$ cat src/rtl/nfa_pkg.sv
package nfa_pkg;
  typedef enum logic [1:0] {
    CFG_CLASS  = 2'd0,
    CFG_ROUTE  = 2'd1,
    CFG_ACCEPT = 2'd2,
    CFG_START  = 2'd3
  } cfg_sel_e;
endpackage

$ cat src/rtl/nfa_cfg_store.sv
module nfa_cfg_store #(
  parameter int SYM_W = 2,
  parameter int NST   = 4,
  parameter int ROW_W = 2,
  localparam int NSYM = 1 << SYM_W
) (
  input  logic                       clk_i,
  input  logic                       rst_ni,
  input  logic                       busy_i,
  input  logic                       we_i,
  input  logic [1:0]                 sel_i,
  input  logic [ROW_W-1:0]           row_i,
  input  logic [NST-1:0]             data_i,
  output logic [NSYM-1:0][NST-1:0]   class_o,
  output logic [NST-1:0][NST-1:0]    route_o,
  output logic [NST-1:0]             acc_o,
  output logic [NST-1:0]             start_o
);
  import nfa_pkg::*;

  logic wr_ok;
  assign wr_ok = we_i & ~busy_i;

  for (genvar k = 0; k < NSYM; k++) begin : g_class
    always_ff @(posedge clk_i or negedge rst_ni) begin
      if (!rst_ni) class_o[k] <= '0;
      else if (wr_ok && sel_i == CFG_CLASS && row_i == ROW_W'(k)) class_o[k] <= data_i;
    end
  end

  for (genvar n = 0; n < NST; n++) begin : g_route
    always_ff @(posedge clk_i or negedge rst_ni) begin
      if (!rst_ni) route_o[n] <= '0;
      else if (wr_ok && sel_i == CFG_ROUTE && row_i == ROW_W'(n)) route_o[n] <= data_i;
    end
  end

  always_ff @(posedge clk_i or negedge rst_ni) begin
    if (!rst_ni) begin
      acc_o   <= '0;
      start_o <= '0;
    end else if (wr_ok) begin
      if (sel_i == CFG_ACCEPT) acc_o   <= data_i;
      if (sel_i == CFG_START)  start_o <= data_i;
    end
  end

  AST_CFG_FROZEN_ACC: assert property (@(posedge clk_i) disable iff (!rst_ni)
    busy_i |=> $stable(acc_o)) else $error("accept row changed while busy");
  AST_CFG_FROZEN_ROUTE: assert property (@(posedge clk_i) disable iff (!rst_ni)
    busy_i |=> $stable(route_o)) else $error("routing changed while busy");
endmodule

$ cat src/rtl/nfa_sym_match.sv
module nfa_sym_match #(
  parameter int SYM_W = 2,
  parameter int NST   = 4,
  localparam int NSYM = 1 << SYM_W
) (
  input  logic [SYM_W-1:0]           sym_i,
  input  logic [NSYM-1:0][NST-1:0]   class_i,
  output logic [NST-1:0]             match_o
);
  logic [NSYM-1:0] line;

  always_comb begin
    line = '0;
    line[sym_i] = 1'b1;
  end

  // per state: OR over lines of (selected line AND class bit)
  for (genvar n = 0; n < NST; n++) begin : g_state
    always_comb begin
      match_o[n] = 1'b0;
      for (int k = 0; k < NSYM; k++) match_o[n] = match_o[n] | (line[k] & class_i[k][n]);
    end
  end
endmodule

$ cat src/rtl/nfa_route.sv
module nfa_route #(
  parameter int NST = 4
) (
  input  logic [NST-1:0]           active_i,
  input  logic [NST-1:0][NST-1:0]  route_i,
  output logic [NST-1:0]           follow_o
);
  for (genvar n = 0; n < NST; n++) begin : g_dst
    assign follow_o[n] = |(active_i & route_i[n]);
  end
endmodule

$ cat src/rtl/nfa_engine.sv
module nfa_engine #(
  parameter int SYM_W = 2,
  parameter int NST   = 4,
  localparam int NSYM  = 1 << SYM_W,
  localparam int ROW_W = (SYM_W > $clog2(NST)) ? SYM_W : $clog2(NST)
) (
  input  logic              clk_i,
  input  logic              rst_ni,
  input  logic              cfg_we_i,
  input  logic [1:0]        cfg_sel_i,
  input  logic [ROW_W-1:0]  cfg_row_i,
  input  logic [NST-1:0]    cfg_data_i,
  input  logic              start_i,
  input  logic              sym_valid_i,
  input  logic [SYM_W-1:0]  sym_i,
  input  logic              sym_last_i,
  output logic [NST-1:0]    active_o,
  output logic              accept_o,
  output logic              busy_o,
  output logic              done_o,
  output logic              final_accept_o
);
  logic [NSYM-1:0][NST-1:0] class_q;
  logic [NST-1:0][NST-1:0]  route_q;
  logic [NST-1:0]           acc_q, start_q, match, follow, nxt;
  logic                     nxt_acc, step;

  nfa_cfg_store #(.SYM_W(SYM_W), .NST(NST), .ROW_W(ROW_W)) u_cfg (
    .clk_i   (clk_i),
    .rst_ni  (rst_ni),
    .busy_i  (busy_o),
    .we_i    (cfg_we_i),
    .sel_i   (cfg_sel_i),
    .row_i   (cfg_row_i),
    .data_i  (cfg_data_i),
    .class_o (class_q),
    .route_o (route_q),
    .acc_o   (acc_q),
    .start_o (start_q)
  );

  nfa_sym_match #(.SYM_W(SYM_W), .NST(NST)) u_match (
    .sym_i   (sym_i),
    .class_i (class_q),
    .match_o (match)
  );

  nfa_route #(.NST(NST)) u_route (
    .active_i (active_o),
    .route_i  (route_q),
    .follow_o (follow)
  );

  assign nxt     = follow & match;
  assign nxt_acc = |(nxt & acc_q);
  assign step    = busy_o & sym_valid_i & ~start_i;

  always_ff @(posedge clk_i or negedge rst_ni) begin
    if (!rst_ni) begin
      active_o       <= '0;
      accept_o       <= 1'b0;
      busy_o         <= 1'b0;
      done_o         <= 1'b0;
      final_accept_o <= 1'b0;
    end else if (start_i) begin
      active_o       <= start_q;
      accept_o       <= |(start_q & acc_q);
      busy_o         <= 1'b1;
      done_o         <= 1'b0;
      final_accept_o <= 1'b0;
    end else if (step) begin
      active_o <= nxt;
      accept_o <= nxt_acc;
      if (sym_last_i) begin
        busy_o         <= 1'b0;
        done_o         <= 1'b1;
        final_accept_o <= nxt_acc;
      end
    end
  end

  AST_NEXT_WITHIN_FOLLOW: assert property (@(posedge clk_i) disable iff (!rst_ni)
    step |=> (active_o & ~$past(follow)) == '0) else $error("state entered without route");
  AST_NEXT_WITHIN_CLASS: assert property (@(posedge clk_i) disable iff (!rst_ni)
    step |=> (active_o & ~$past(match)) == '0) else $error("state entered off class");
  AST_ACCEPT_CONSISTENT: assert property (@(posedge clk_i) disable iff (!rst_ni)
    busy_o |-> accept_o == |(active_o & acc_q)) else $error("accept mismatch");
  AST_HOLD_NO_VALID: assert property (@(posedge clk_i) disable iff (!rst_ni)
    (busy_o && !sym_valid_i && !start_i) |=> $stable(active_o) && $stable(accept_o))
    else $error("active set moved without symbol");
  AST_IDLE_IGNORES: assert property (@(posedge clk_i) disable iff (!rst_ni)
    (!busy_o && !start_i) |=> $stable(active_o)) else $error("idle symbol consumed");
  AST_DONE_ENDS_BUSY: assert property (@(posedge clk_i) disable iff (!rst_ni)
    $rose(done_o) |-> !busy_o) else $error("done while busy");
endmodule

$ cat config.mk
export PLATFORM = sky130hd
export DESIGN_NAME = nfa_engine
export DESIGN_NICKNAME = d
export VERILOG_FILES = /design/src/rtl/nfa_pkg.sv /design/src/rtl/nfa_cfg_store.sv /design/src/rtl/nfa_sym_match.sv /design/src/rtl/nfa_route.sv /design/src/rtl/nfa_engine.sv
export SDC_FILE = /design/constraint.sdc
export NUM_CORES = 1
export LEC_CHECK = 0
export BUFFER_PORTS_ARGS = -buffer_cell sky130_fd_sc_hd__buf_2
export CORE_ASPECT_RATIO = 0.8
export CORE_UTILIZATION = 49
export DETAILED_ROUTE_END_ITERATION = 16
export PLACE_DENSITY = 0.66
export SLEW_MARGIN = 20
export SYNTH_ARGS = -nofsm -noshare
export SYNTH_HDL_FRONTEND = slang
export SYNTH_SLANG_ARGS = --single-unit
$ cat constraint.sdc
create_clock -name clk_i -period 2.49 [get_ports clk_i]
set_input_delay 0.249 -clock clk_i [delete_from_list [all_inputs] [get_ports clk_i]]
set_output_delay 0.249 -clock clk_i [all_outputs]
set_load 0.005 [all_outputs]
==> results.toml, run 1 <==
[synthesis]
netlist_instances = 156
synth_cell_type_count = 25
synthesis.area_um2 = 2132
avgSynthCellArea_um2 = 13.67
synthesis.nets = 172
yosysSeqAreaShare_pct = 56.34
yosys_register_bits = 48
yosys_warnings = 0

[job]
maxCapViolCount = 0

[power]
cellLeakagePower_nw = 1.174
p_clk_share_pct = 32.1
p_comb_share_pct = 13.8
seqPwrFrac_pct = 54.1
intPower_mw = 1.403
power.switching_mw = 0.4643
powerDensity_nw_per_um2 = 768.6
swShare_pct = 24.86
vdd_drop_max_mv = 0.5090

[cts]
cts_root_buf = "clkbuf_8"
cts_tree = "built"
cts_inserted_buffers = 5
cts_max_path_buffers = 2
path_clk_slew_ns = 0.08
post_cts_resized = 0
post_cts_buffers = 0
cts.sinks = 48
insertion_delay_ns = 0.30
ctsHoldBuffers = 0
h-tree-depth = 2

[final_layout]
n_fill_cell = 357
drive_gt1_share_pct = 28.73
antenna-diode-count = 0
synthToLayoutAreaGrowth_pct = 13.97
fin_nets = 196
layout_common_cells = "48 x dfrtp_1, 24 x mux2_1, 22 x buf_2"
layout_commonest_cell = "dfrtp_1"

[global_routing]
grt_pass1_wl_um = 7100
antenna_found_initial = 0
overflow = 0
grt_pass1_vias = 1375
track_usage_pct = 22.39
grt_max_degree = 49

[outcome]
status = "finished, final reports clean"

[setup_path]
cp_data_required_time_ns = 2.67
crit_path_start_kind = "register"
cp_max_fo = 8
end_kind = "register"
ff2ff_setup_slack_ns = 0.46
arrival_ns = 2.21
criticalPathCategory = "register to register"

[sta]
slew_headroom_pct = 48.77
period_needed_ns = 2.034
tightestPinTransition_ns = 0.7577
setup_viol = 0
drv_slew = 0
skew_ns = 0.002889
rsz0062_at_grt = "no"
finalCritPeriodShare_pct = 81.67
whs_ns = 0.2627
fmax_mhz = 491.8
hold_viol_final = 0
fin_tns_setup_ns = 0

[drt]
vias_per_cell = 5.664
wl_um = 4438
ant_nets = 0
route.detailed.drc = 0
wl_met2_um = 2182
drt_iter0_markers = 51
drt-wirelength-per-cell_um = 18.65
dr_total_vias = 1348
met1Wirelength_um = 2070
wl_met3_um = 150
highest_layer = "met4"
dr.pass1.iters = 4

[floorplanning]
rows = 21
initial_core_util_pct = 51.03
die_height_um = 61
dieArea_um2 = 4621
io_pins = 24
dieWidth_um = 75.75
coreArea_um2 = 4178

[placed_design]
place_congestion = 0.8212
portBuffers = 23

[hold_path]
min_path_type = "primary input to register"
## layout make-up
type                            count  area (µm²)  share of cell area, %
Multi-Input combinational cell     99       895.9                  36.87
Sequential cell                    48        1201                  49.43
Timing Repair Buffer               24       127.6                  5.252
Clock buffer                        7       96.34                  3.965
Clock inverter                      1       30.03                  1.236
Tap cell                           57       71.32                  2.935
Inverter                            2       7.507                 0.3090
## power groups by stage
stage,Sequential [mW],Clock (mW),Combinational [mW]
2_1_floorplan,0.985,0,0.169
3_3_place_gp,1.02,0,0.248
3_5_place_dp,1.03,0,0.260
4_1_cts,1.01,0.616,0.261
5_1_grt,1.03,0.651,0.290
6_report,1.01,0.600,0.258
## per-layer routing
| metal | vias up | GRT usage (%) |
|---|---|---|
| li1 | 619 | - |
| met3 | 4 | 6.312 |
| met5 | - | 0 |
| met2 | 23 | 35.02 |
| met4 | 0 | 6.349 |
| met1 | 702 | 30.78 |
## synth_stat cells
| master | number | area [µm²] |
|---|---|---|
| nand4b_1 | 1 | 8.760 |
| clkbuf_1 | 2 | 7.510 |
| a21boi_1 | 4 | 30.03 |
| dfrtp_1 | 48 | 1201 |
| nand3_1 | 1 | 5.000 |
| a221o_1 | 1 | 10.01 |
| inv_1 | 2 | 7.510 |
| mux4_1 | 1 | 26.28 |
| mux2_1 | 24 | 270.3 |
| nor4b_1 | 1 | 8.760 |
| nor2_1 | 3 | 11.26 |
| mux2_2 | 16 | 180.2 |
| and4bb_2 | 2 | 25.02 |
| buf_1 | 4 | 15.01 |
| nor2b_1 | 2 | 12.51 |
| o21a_1 | 1 | 7.510 |
| and3_1 | 2 | 12.51 |
| o21ai_1 | 4 | 20.02 |
| a21o_1 | 1 | 7.510 |
| mux4_2 | 3 | 67.56 |
| nand2_1 | 14 | 52.55 |
| a22oi_1 | 12 | 90.09 |
| mux2i_1 | 4 | 40.04 |
| buf_2 | 1 | 5.000 |
| a21oi_1 | 2 | 10.01 |
## critical path, cell delays in order (launching register included)
cell and delay, ns:
dfrtp_1 0.46, nor4b_1 0.72, and3_1 0.38, mux2_1 0.36
## logic make-up (layout without fill, tap and decap cells)
logic type             Yosys count  after routing  synth area share [%]
AO/OA/AOI/OAI                   25             25                 8.217
AND/OR/NAND/NOR                 26             26                 6.396
buffers and inverters            9             34                 1.643
flip-flops                      48             48                 56.34
multiplexers                    48             48                 27.41
## stage by stage
stage / area, µm² / total power [mW] / cells / utilization, % / setup WS [ns]
floorplan: 2132 / 1.154 / 156 / - / 0.8131
global placement: 2291 / 1.264 / 229 / 54.84 / 0.5322
detailed placement: 2291 / 1.286 / 229 / 54.84 / 0.4851
CTS: 2417 / 1.886 / 237 / 57.86 / 0.4618
global route: 2430 / 1.969 / 238 / 58.16 / 0.3667
finish: 2430 / 1.868 / 238 / 58.16 / 0.4565
## registers in the layout, summed over array words and instances (netlist names)
register / cells
active_o: 4
u_cfg.route_o: 16
done_o: 1
u_cfg.acc_o: 4
accept_o: 1
final_accept_o: 1
u_cfg.start_o: 4
u_cfg.class_o: 16
busy_o: 1
## final timing paths
kind	startpoint	to	depth (start not counted)
max	busy_o$_DFFE_PN0P_	u_cfg.class_o[14]$_DFFE_PN0P_	3
min	start_i	done_o$_DFFE_PN0P_	2
max reg2reg	busy_o$_DFFE_PN0P_	u_cfg.class_o[14]$_DFFE_PN0P_	3
min reg2reg	u_cfg.class_o[11]$_DFFE_PN0P_	u_cfg.class_o[11]$_DFFE_PN0P_	1
max in group asynchronous	rst_ni	active_o[0]$_DFFE_PN0P_	2
min in group asynchronous	rst_ni	u_cfg.route_o[5]$_DFFE_PN0P_	2
Note: power is estimated with default switching activity, not from simulation.
==> inputs of run 2 (changes only) <==
ABC_AREA = 1   (was not set)
PLACE_DENSITY = 0.68   (was 0.66)
clock period = 1.7 ns   (was 2.49 ns; I/O delays follow)
==> results.toml, run 2 <==
[floorplanning]
dieWidth_um = 75.40
io_pins = 24
dieArea_um2 = 4578
die_height_um = 60.72
rows = 20
initial_core_util_pct = 53.42
coreArea_um2 = 3954

[synthesis]
synthesis.nets = 270
yosysSeqAreaShare_pct = 56.87
avgSynthCellArea_um2 = 8.315
synth.area.top_cells = "dfrtp_1 57%, nand2_1 17%, o21ai_0 9.7%"
yosysTopAreaCellShare_pct = 56.87
synth_cell_type_count = 14
synth_most_common_cell = "nand2_1"
netlist_instances = 254
synthesis.area_um2 = 2112
synth_common_cells = "96 x nand2_1, 48 x dfrtp_1, 41 x o21ai_0, 26 x nand3_1, 21 x inv_1"
synth_edf_count = 0
synthArstFlopShare_pct = 100.0
yosys_register_bits = 48
synth_top_cell_by_area = "dfrtp_1"
synth_ff_type = "dfrtp_1"
yosys_warnings = 0

[final_layout]
fin_nets = 300
drive_gt1_share_pct = 12.28
n_fill_cell = 372
synthToLayoutAreaGrowth_pct = 14.81
top_regs = "u_cfg.class_o: 16 flops, u_cfg.route_o: 16 flops"
antenna-diode-count = 0
post-route-cell-area_um2 = 2425
layout_common_cells = "96 x nand2_1, 48 x dfrtp_1, 41 x o21ai_0"
layout_commonest_cell = "nand2_1"

[sta]
rsz0062_at_grt = "no"
fmax_mhz = 694.6
drv_slew = 0
whs_ns = 0.1831
finalCritPeriodShare_pct = 84.68
setup_slack_ns = 0.2604
slew_headroom_pct = 59.42
hold_viol_final = 0
tightestPinTransition_ns = 0.6087
setup_viol = 0
skew_ns = 0.005543
fin_tns_setup_ns = 0
period_needed_ns = 1.440

[setup_path]
r2r-start = "busy_o$_DFFE_PN0P_"
crit_top_cell = "nand2_1"
cp-endpoint = "u_cfg.route_o[5]$_DFFE_PN0P_"
criticalPathCategory = "register to register"
end_kind = "register"
cp.depth = 6
timing.critical_path.buf_inv = 1
slowest_delay_ns = 0.40
crit_path_start_kind = "register"
ff2ff_setup_slack_ns = 0.26
cp-startpoint = "busy_o$_DFFE_PN0P_"
arrival_ns = 1.62
critical-path-top-delay-family = "simple AND/OR/NAND/NOR gates"
reg2reg_to = "u_cfg.route_o[5]$_DFFE_PN0P_"
slowest_stage = "dfrtp_1"
reg2regPathDepth = 6
cp_max_fo = 8
worstPathCellList = "inv_1 -> nand2_1 -> nor3_2 -> nand2_1 -> nand2_1 -> o21ai_0"
cp_data_required_time_ns = 1.88

[placed_design]
dpl_cell_area_um2 = 2288
portBuffers = 23
place_congestion = 0.8393
post-place-ws_ns = 0.2506
dp.final_hpwl_um = 3380

[power]
powerDensity_nw_per_um2 = 1094
p_total_mw = 2.653
cellLeakagePower_nw = 1.227
p_clk_share_pct = 33.3
p_comb_share_pct = 12.5
swShare_pct = 26.25
vdd_drop_max_mv = 0.7299
power.switching_mw = 0.6966
seqPwrFrac_pct = 54.1
intPower_mw = 1.957

[job]
maxCapViolCount = 0

[drt]
route.detailed.drc = 0
vias_per_cell = 5.174
drt-wirelength-per-cell_um = 13.86
dr.pass1.iters = 5
dr_total_vias = 1759
ant_nets = 0
drt_iter0_markers = 139
wl_um = 4713

[cts]
cts_tree = "built"
insertion_delay_ns = 0.30
cts.sinks = 48
cts_max_path_buffers = 2
path_clk_slew_ns = 0.09
cts_inserted_buffers = 5
cts_root_buf = "clkbuf_8"
h-tree-depth = 2

[global_routing]
overflow = 0
antenna_found_initial = 0
grt_pass1_wl_um = 7714
grt_max_degree = 49
track_usage_pct = 23.80
grt_pass1_vias = 1561

[hold_path]
worstHoldStart = "start_i"
min_path_type = "primary input to register"

[outcome]
status = "finished, final reports clean"
## run 2: cell count changes in the layout (fill, tap and decap cells not counted), sizes merged, moves of 4 or more
cell / change
nand3: +25
mux4: -4
mux2i: -4
a22oi: -12
inv: +19
mux2: -40
nand2: +82
o21ai: +39
a21boi: -4
nor2: +4
nand4: +5
## run 2: layout make-up
type	count	area [µm²]	area share, %
Tap cell	55	68.82	2.838
Sequential cell	48	1201	49.54
Clock inverter	1	30.03	1.238
Inverter	21	78.83	3.251
Multi-Input combinational cell	183	817.0	33.69
Timing Repair Buffer	25	132.6	5.470
Clock buffer	7	96.34	3.973
## run 2: what timing repair did
item | 4_1_cts | 5_1_grt
endpoints found under the hold margin | 48 | 0
hold buffers | 1 | 0
gates resized for setup | 0 | 0
buffers inserted | 0 | 0
## run 2: power by group through the flow
stage | clock [mW] | combinational (mW) | sequential, mW
global placement | 0 | 0.326 | 1.45
finish | 0.885 | 0.332 | 1.44
floorplan | 0 | 0.206 | 1.42
global route | 0.947 | 0.391 | 1.46
detailed placement | 0 | 0.336 | 1.45
CTS | 0.901 | 0.337 | 1.43
## run 2: through the flow
step,cells,util (%)
2_1_floorplan,254,-
3_3_place_gp,331,57.88
3_5_place_dp,331,57.88
4_1_cts,340,61.33
5_1_grt,340,61.33
6_report,340,61.33
## run 2: logic make-up after synthesis
logic type      after synthesis  share of synthesized area [%]
flops                        48                          56.87
buf+inv                      23                          4.443
simple gates                136                          27.25
compound gates               47                          11.43
## run 2: routing by layer
metal	up-vias	GRT usage [%]	wire, µm
met3	6	4.983	224
met5	-	0	0
li1	889	-	-
met1	828	37.65	2468
met4	0	6.349	42
met2	36	33.16	1977
## run 2: worst min-delay path by stage
| stage | slack [ns] | cells after the start | to |
|---|---|---|---|
| final | 0.18 | 3 | active_o[3]$_DFFE_PN0P_ |
| after global routing | 0.20 | 3 | active_o[3]$_DFFE_PN0P_ |
| after CTS | 0.18 | 3 | active_o[3]$_DFFE_PN0P_ |
| after detailed placement | 0.31 | 2 | u_cfg.route_o[0]$_DFFE_PN0P_ |
| after global placement | 0.30 | 2 | u_cfg.class_o[2]$_DFFE_PN0P_ |
| after floorplan | -0.13 | 0 | accept_o$_DFFE_PN0P_ |
## run 2: worst min-delay path: cells and delay by family
family | cells | cell delay [ns]
simple gates | 2 | 0.13
buf+inv | 1 | 0.14
==> inputs of run 3 (changes only) <==
clock period = 1.3 ns   (was 1.7 ns; I/O delays follow)
==> results.toml, run 3 (synthesis results as in run 2) <==
[floorplanning]
dieArea_um2 = 4578
io_pins = 24
rows = 20
initial_core_util_pct = 53.42
coreArea_um2 = 3954
die_height_um = 60.72
dieWidth_um = 75.40

[setup_path]
criticalPathCategory = "register to register"
cp_data_required_time_ns = 1.47
crit_path_start_kind = "register"
ff2ff_setup_slack_ns = -0.03
reg2regPathDepth = 7
end_kind = "register"
cp_max_fo = 8
arrival_ns = 1.50
reg2reg_to = "u_cfg.class_o[2]$_DFFE_PN0P_"
r2r-start = "busy_o$_DFFE_PN0P_"

[placed_design]
place_congestion = 0.8303
dp.final_hpwl_um = 3430
dpl_cell_area_um2 = 2308
portBuffers = 23

[cts]
h-tree-depth = 2
cts_root_buf = "clkbuf_8"
path_clk_slew_ns = 0.08
cts.sinks = 48
cts_tree = "built"
insertion_delay_ns = 0.30
cts_max_path_buffers = 2
cts_inserted_buffers = 5

[final_layout]
multi_input_comb_area_um2 = 917.1
regArea_um2 = 1206
drive_gt1_share_pct = 21.45
layout_commonest_cell = "nand2_1"
top_regs = "u_cfg.class_o: 16 flops, u_cfg.route_o: 16 flops"
n_fill_cell = 358
layout_common_cells = "79 x nand2_1, 44 x dfrtp_1, 32 x o21ai_0"
post-route-cell-area_um2 = 2571
synthToLayoutAreaGrowth_pct = 21.74
fin_nets = 306
antenna-diode-count = 0

[sta]
whs_ns = 0.1465
hold_viol_final = 0
finalCritPeriodShare_pct = 102.2
rsz0062_at_grt = "yes"
skew_ns = 0.01008
slew_headroom_pct = 61.79
tightestPinTransition_ns = 0.5710
drv_slew = 0
period_needed_ns = 1.329
setup_slack_ns = -0.02893
fmax_mhz = 752.5
setup_viol = 11

[power]
seqPwrFrac_pct = 55.5
power.switching_mw = 0.9427
powerDensity_nw_per_um2 = 1325
swShare_pct = 27.67
p_comb_share_pct = 14.4
intPower_mw = 2.464
vdd_drop_max_mv = 0.7569
cellLeakagePower_nw = 1.290
p_clk_share_pct = 30.1

[global_routing]
overflow = 0
track_usage_pct = 25.07
antenna_found_initial = 0
grt_pass1_wl_um = 7962
grt_max_degree = 49
grt_pass1_vias = 1612

[outcome]
violations = "negative setup slack"
status = "complete, but fails checks"

[drt]
dr_total_vias = 1825
ant_nets = 0
dr.pass1.iters = 4
vias_per_cell = 5.305
drt-wirelength-per-cell_um = 14.63
wl_um = 5032
route.detailed.drc = 0
drt_iter0_markers = 159

[job]
maxCapViolCount = 0

[hold_path]
min_path_cells = 3
min_path_type = "primary input to register"
holdPathEnd = "active_o[1]$_DFFE_PN0P_"
worstHoldStart = "start_i"
-- run 3: cell count changes in the layout (fill, tap and decap cells not counted), moves of 3 or more --
cell	previous run	this run
nand2_4	0	3
dfrtp_2	0	4
dfrtp_1	48	44
o21ai_1	2	11
o21ai_0	41	32
nand2_1	96	79
buf_6	0	3
nand2_2	0	12
-- run 3: per-stage QoR --
stage	util, %	setup TNS [ns]	std cells	total power, mW	setup slack [ns]
after floorplan	-	0	254	2.121	0.1521
after global placement	58.39	-0.1535	332	2.336	-0.02925
after detailed placement	58.39	-0.4723	332	2.355	-0.04296
after CTS	61.84	-0.3383	339	3.376	-0.04902
after global routing	65.03	-1.356	344	3.592	-0.1124
final	65.03	-0.1908	344	3.407	-0.02893
-- run 3: power by group through the flow --
stage,clock network (mW),registers (mW),logic (mW)
after floorplan,0,1.85,0.270
after global placement,0,1.90,0.436
after detailed placement,0,1.90,0.452
after CTS,1.04,1.87,0.461
after global routing,1.11,1.92,0.565
final,1.03,1.89,0.490
-- run 3: how the worst max path moves through the flow --
stage,start,to,slack [ns],cells after the start
3_3_place_gp,busy_o$_DFFE_PN0P_,u_cfg.route_o[8]$_DFFE_PN0P_,-0.03,6
5_1_grt,busy_o$_DFFE_PN0P_,u_cfg.class_o[2]$_DFFE_PN0P_,-0.11,7
6_report,busy_o$_DFFE_PN0P_,u_cfg.class_o[2]$_DFFE_PN0P_,-0.03,7
3_5_place_dp,busy_o$_DFFE_PN0P_,u_cfg.route_o[11]$_DFFE_PN0P_,-0.04,6
2_1_floorplan,busy_o$_DFFE_PN0P_,u_cfg.route_o[1]$_DFFE_PN0P_,0.15,6
4_1_cts,busy_o$_DFFE_PN0P_,u_cfg.route_o[4]$_DFFE_PN0P_,-0.05,6
-- run 3: routing by layer --
layer	GRT usage [%]	up-vias	routed length, µm
met5	0	-	0
met4	6.349	0	25
met3	8.140	2	298
met2	36.61	53	2286
met1	36.44	866	2422
li1	-	904	-
-- run 3: area by class of cell --
type                    instances  area share (%)
clock buffers                   5           2.676
clock inverters                 1           1.168
inverters                      21           3.066
multi-input cells             183           35.67
flip-flops and latches         48           46.91
well taps                      55           2.676
repair buffers                 31           7.835
-- run 3: what timing repair did --
item                       CTS  global route
setup endpoints to repair   24            41
pin swaps                    0            13
hold endpoints to repair    48             0
resized for setup            8            36
hold buffers                 1             0
setup buffers                0             5
-- run 3: critical path: stages (launching register included) --
cell     delay (ns)
dfrtp_1        0.40
inv_2          0.09
nand2_4        0.07
nor3_4         0.27
buf_6          0.17
nand2_8        0.07
nand2_2        0.08
o21ai_1        0.06
